`src/rtl/init_barrier_seq_pkg.sv`:
```
package init_barrier_seq_pkg;

  // True when the state value equals the reset code.
  function automatic logic code_match(input logic [7:0] st, input logic [7:0] code);
    return st == code;
  endfunction

  // Barrier: every peripheral is either finished or masked out.
  function automatic logic barrier_met(input logic [7:0] done, input logic [7:0] en,
                                       input int unsigned n);
    logic ok;
    ok = 1'b1;
    for (int i = 0; i < n; i++) ok = ok & (done[i] | ~en[i]);
    return ok;
  endfunction

endpackage

```
`src/rtl/init_barrier_seq_trigger.sv`:
```
module init_barrier_seq_trigger #(
  parameter int unsigned N_DEV = 3,
  parameter int unsigned ST_W  = 3,
  parameter logic [ST_W-1:0] IDLE_CODE = '0
) (
  input  logic             clk,
  input  logic             rst_n,
  input  logic [ST_W-1:0]  state_q,
  input  logic [N_DEV-1:0] dev_en,
  output logic             go,
  output logic [N_DEV-1:0] en_eff
);
  import init_barrier_seq_pkg::*;

  logic act, act_q, por_pend;

  assign act    = code_match(8'(state_q), 8'(IDLE_CODE));
  assign go     = act & ~act_q;
  assign en_eff = por_pend ? {N_DEV{1'b1}} : dev_en;

  always_ff @(posedge clk or negedge rst_n) begin
    if (!rst_n) begin
      act_q    <= 1'b0;
      por_pend <= 1'b1;
    end else begin
      act_q <= act;
      if (go) por_pend <= 1'b0;
    end
  end

  AST_GO_NEEDS_IDLE: assert property (@(posedge clk) disable iff (!rst_n)
    go |-> state_q == IDLE_CODE);
  AST_NO_REGO: assert property (@(posedge clk) disable iff (!rst_n)
    go |=> !go);
endmodule

```
`src/rtl/init_barrier_seq_launch.sv`:
```
module init_barrier_seq_launch #(
  parameter int unsigned N_DEV = 3
) (
  input  logic             clk,
  input  logic             rst_n,
  input  logic             go,
  input  logic [N_DEV-1:0] en_eff,
  output logic [N_DEV-1:0] dev_start,
  output logic [N_DEV-1:0] en_lat,
  output logic             launched
);
  for (genvar i = 0; i < N_DEV; i++) begin : g_dev
    always_ff @(posedge clk or negedge rst_n) begin
      if (!rst_n) begin
        dev_start[i] <= 1'b0;
        en_lat[i]    <= 1'b1;
      end else begin
        dev_start[i] <= go & en_eff[i];
        if (go) en_lat[i] <= en_eff[i];
      end
    end
  end

  always_ff @(posedge clk or negedge rst_n) begin
    if (!rst_n) launched <= 1'b0;
    else        launched <= go;
  end

  AST_START_ONE_CYCLE: assert property (@(posedge clk) disable iff (!rst_n)
    (|dev_start) |=> !(|dev_start));
endmodule

```
`src/rtl/init_barrier_seq_barrier.sv`:
```
module init_barrier_seq_barrier #(
  parameter int unsigned N_DEV = 3
) (
  input  logic             clk,
  input  logic             rst_n,
  input  logic             launched,
  input  logic [N_DEV-1:0] en_lat,
  input  logic [N_DEV-1:0] dev_done,
  input  logic [N_DEV-1:0] dev_start,
  output logic             st_we
);
  import init_barrier_seq_pkg::*;

  logic armed, met, cmp, cmp_q;

  assign met = barrier_met(8'(dev_done), 8'(en_lat), N_DEV);
  assign cmp = armed & met;

  always_ff @(posedge clk or negedge rst_n) begin
    if (!rst_n) begin
      armed <= 1'b0;
      cmp_q <= 1'b0;
      st_we <= 1'b0;
    end else begin
      if (launched)  armed <= 1'b1;
      else if (cmp)  armed <= 1'b0;
      cmp_q <= cmp;
      st_we <= cmp & ~cmp_q;
    end
  end

  AST_WE_NEEDS_DONE: assert property (@(posedge clk) disable iff (!rst_n)
    st_we |-> $past(&(dev_done | ~en_lat)));
  AST_NO_WE_WITH_START: assert property (@(posedge clk) disable iff (!rst_n)
    (|dev_start) |-> !st_we);
  AST_WE_ONE_CYCLE: assert property (@(posedge clk) disable iff (!rst_n)
    st_we |=> !st_we);
endmodule

```
`src/rtl/init_barrier_seq.sv`:
```
module init_barrier_seq #(
  parameter int unsigned N_DEV = 3,
  parameter int unsigned ST_W  = 3,
  parameter logic [ST_W-1:0] IDLE_CODE = '0,
  parameter logic [ST_W-1:0] NEXT_CODE = ST_W'(1)
) (
  input  logic             clk,
  input  logic             rst_n,
  input  logic [ST_W-1:0]  state_q,
  input  logic [N_DEV-1:0] dev_en,
  input  logic [N_DEV-1:0] dev_done,
  output logic [N_DEV-1:0] dev_start,
  output logic             st_we,
  output logic [ST_W-1:0]  st_next
);
  logic             go, launched;
  logic [N_DEV-1:0] en_eff, en_lat;

  init_barrier_seq_trigger #(.N_DEV(N_DEV), .ST_W(ST_W), .IDLE_CODE(IDLE_CODE)) u_trig (
    .clk(clk), .rst_n(rst_n), .state_q(state_q), .dev_en(dev_en),
    .go(go), .en_eff(en_eff));

  init_barrier_seq_launch #(.N_DEV(N_DEV)) u_launch (
    .clk(clk), .rst_n(rst_n), .go(go), .en_eff(en_eff),
    .dev_start(dev_start), .en_lat(en_lat), .launched(launched));

  init_barrier_seq_barrier #(.N_DEV(N_DEV)) u_bar (
    .clk(clk), .rst_n(rst_n), .launched(launched), .en_lat(en_lat),
    .dev_done(dev_done), .dev_start(dev_start), .st_we(st_we));

  assign st_next = st_we ? NEXT_CODE : IDLE_CODE;

  AST_START_AFTER_ZERO: assert property (@(posedge clk) disable iff (!rst_n)
    (|dev_start) |-> $past(state_q) == IDLE_CODE);
endmodule

```
`config.mk`:
```
export PLATFORM = sky130hd
export DESIGN_NAME = init_barrier_seq
export DESIGN_NICKNAME = d
export VERILOG_FILES = /design/src/rtl/init_barrier_seq_pkg.sv /design/src/rtl/init_barrier_seq_trigger.sv /design/src/rtl/init_barrier_seq_launch.sv /design/src/rtl/init_barrier_seq_barrier.sv /design/src/rtl/init_barrier_seq.sv
export SDC_FILE = /design/constraint.sdc
export NUM_CORES = 1
export LEC_CHECK = 0
export CAP_MARGIN = 20
export CORE_AREA = 2 2 39 41
export DETAILED_ROUTE_END_ITERATION = 16
export DIE_AREA = 0 0 41 43
export PLACE_DENSITY = 0.67
export SYNTH_ARGS = -nofsm -noshare
export SYNTH_HDL_FRONTEND = slang
export SYNTH_HIERARCHICAL = 1
export SYNTH_SLANG_ARGS = --single-unit
```
`constraint.sdc`:
```
create_clock -name clk -period 4 [get_ports clk]
set_input_delay 0.8 -clock clk [delete_from_list [all_inputs] [get_ports clk]]
set_output_delay 0.8 -clock clk [all_outputs]
set_load 0.02 [all_outputs]
```
==> flow_summary_export.csv <==
group,metric,value,unit
status,status,"complete, no violations",
sta,hold_viol_final,0,
sta,worst_slew_pin_slew,0.960,ns
place,gp_congestion,0.636,
layout,finalNonFillerCells,69,
grt,grt_max_degree,13,
layout,nets,65,
layout,n_fill_cell,134,
sta,maxSlewViolCount,0,
pwr,power.share.combinational,15.9,%
yosys,synth_compound_gate_area_share,7.07,%
cts,h-tree-depth,1,
die,die_w,41,um
sta,min_period_over_period,57.6,%
cts,post_cts_buffers,0,
detailed_routing,drt_first_iter_violations,5,
place,dpl_cell_area,629,um2
sta,setup_tns,0,ns
critical_path,cp_cell_sequence,"clkdlybuf4s50_1 -> nor4_1 -> mux2_2",
critical_path,path_buf_inv,1,
cts,clk_latency,0.27,ns
critical_path,worstPathMaxFanout,7,
pwr,pwr-share-seq,50.7,%
sta,hold_slack,0.401,ns
cts,cts_hold_buf,0,
detailed_routing,wl,702,um
critical_path,start_kind,"primary input",
die,die_area,1760,um2
critical_path,end_kind,"register",
cts,clock_sinks,12,
critical_path,worstPathArrival,2.50,ns
detailed_routing,num_vias,296,
hold_path,hold_end,"u_bar/st_we",
cts,cts_tree,"built",
layout,num_antenna_cells,0,
detailed_routing,wl_per_cell,10.2,um
yosys,synth_area_per_cell,13.3,um2
critical_path,r2r-end,"u_launch/en_lat[0]",
place,dp_hpwl,549,um
grt,overflow,0,
hold_path,hold_class,"reg2reg",
yosys,syn_area,478,um2
grt,antenna_found_initial,0,
yosys,synthXorXnorAreaFrac,0,%
layout,syn2layout_area_growth,39.3,%
cts,cts_buffer_depth,2,
layout,final_common_cell,"clkdlybuf4s50_1",
yosys,ys_seq_area_share,63.9,%
sta,skew,0.00166,ns
cts,cts_resized,0,
sta,fmax,434,MHz
place,port_buffers,15,
cts,ctsRootBufferMaster,"clkbuf_4",
critical_path,rr_startpoint,"u_trig/act_q",
yosys,ys_seq_elements,12,
die,coreArea,1380,um2
sta,fin_crit,2.30,ns
critical_path,rrSetupSlack,2.40,ns
grt,grt_pass1_vias,329,
sta,slew_headroom,35.4,%
yosys,synthSimpleGateAreaFrac,14.1,%
pwr,powerDensity,422,nW/um2
pwr,swShare,22.4,%
detailed_routing,dr.pass1.iters,2,
cts,cts_buffers,3,
run,drv_cap,0,
critical_path,reg2reg_depth,2,
yosys,synthMuxAreaShare,7.07,%
yosys,syn_inst,36,
critical_path,path_delay_family,"simple AND/OR/NAND/NOR gates",
critical_path,crit_required,4.20,ns
critical_path,crit_type,"in2reg",
layout,drive_gt1_share,34.0,%
die,fp-row-count,14,
hold_path,hold_depth,1,
cts,clk_pin_slew,0.07,ns
hold_path,min_from,"u_bar/cmp_q",
pwr,intPower,0.218,mW
yosys,synth-adder-area-share,0,%
yosys,yosys_warnings,6,
critical_path,cpPeakStageDelay,0.84,ns
yosys,yosysUniqueCellTypes,15,
detailed_routing,final_antenna_net_count,0,
grt,grt_pass1_wl,1.34,mm
pwr,power.switching,0.0629,mW
sta,finalSetupViolations,0,
detailed_routing,drcViolationCount,0,
die,ioPinCount,18,
place,dp_cells,65,
pwr,power,0.281,mW
die,start_util,34.5,%
sta,rsz0062_at_grt,"no",
die,die_h,43,um
yosys,synth_top_family_by_area,"simple AND/OR/NAND/NOR gates",
pwr,p_leak,0.300,nW
detailed_routing,via_per_inst,4.29,
grt,track_usage,12.4,%
layout,final_cell_mix,"clkdlybuf4s50_1, dfrtp_1, dfstp_2",
pwr,clock_power_share,33.3,%
layout,postLayoutCellArea,666,um2
critical_path,critPathSlowestCell,"nor4_1",
pwr,ir_drop,0.202,mV
[state kept, by name, summed over array words and instances, names as in the netlist]
signal and cells:
u_bar/cmp_q 1, u_launch/launched 1, u_launch/dev_start 3, u_trig/act_q 1, u_trig/por_pend 1, u_bar/st_we 1
u_bar/armed 1, u_launch/en_lat 3
[metal layers]
metal	track usage [%]	wire [um]
met2	16.3	307
met1	14.0	326
met3	3.66	56
met4	14.0	11
met5	0	0
[synth_stat cells]
cell type,count,area (um2)
a21o_1,1,7.51
nand2b_1,1,6.26
or2_2,3,18.8
nor2_1,1,3.75
inv_1,3,11.3
o41a_1,1,11.3
conb_1,1,3.75
nor3_1,2,10.0
mux2_2,3,33.8
and2_2,3,22.5
dfrtp_1,8,200
nor4_1,1,6.26
o221ai_2,1,15.0
dfstp_2,4,105
buf_4,3,22.5
[per-stage QoR]
step / setup WS, ns / util [%]
after floorplan: 2.09 / -
after global placement: 1.46 / 45.5
after detailed placement: 1.40 / 45.5
after CTS: 1.70 / 48.1
after global routing: 1.61 / 48.1
final: 1.70 / 48.1
[area by class of cell]
class / instances / area, um2 / share of cell area, %
Tap cell: 16 / 20.0 / 3.01
Sequential cell: 12 / 305 / 45.9
Clock buffer: 4 / 36.3 / 5.45
Inverter: 3 / 11.3 / 1.69
Multi-Input combinational cell: 19 / 143 / 21.4
Timing Repair Buffer: 15 / 150 / 22.6
[power by group through the flow]
stage                     Combinational, mW  Clock, mW  Sequential, mW
after CTS                            0.0455      0.100           0.143
after floorplan                      0.0249          0           0.146
after global routing                 0.0496      0.104           0.144
after detailed placement             0.0456          0           0.145
final                                0.0447     0.0936           0.142
after global placement               0.0447          0           0.145
[logic make-up after synthesis]
| group | Yosys count |
|---|---|
| flops | 12 |
| simple gates | 11 |
| buf+inv | 6 |
| compound gates | 3 |
| mux | 3 |
| other cells | 1 |
[worst max path at each step]
| stage | startpoint | endpoint | slack [ns] | cells past startpoint |
|---|---|---|---|---|
| after CTS | state_q[1] | u_launch/en_lat[0] | 1.70 | 3 |
| after global placement | state_q[1] | u_launch/en_lat[1] | 1.46 | 3 |
| after global routing | state_q[1] | u_launch/en_lat[0] | 1.61 | 3 |
| after floorplan | state_q[1] | u_launch/en_lat[0] | 2.09 | 2 |
| after detailed placement | state_q[1] | u_launch/en_lat[0] | 1.40 | 3 |
| final | state_q[1] | u_launch/en_lat[0] | 1.70 | 3 |
[worst register-to-register path: cells and delay by family, from the launching register on]
kind             cells  cell delay [ns]
flip-flops           1             0.38
multiplexers         1             0.42
AND/OR/NAND/NOR      1             0.73
(Power assumes the default switching activity.)
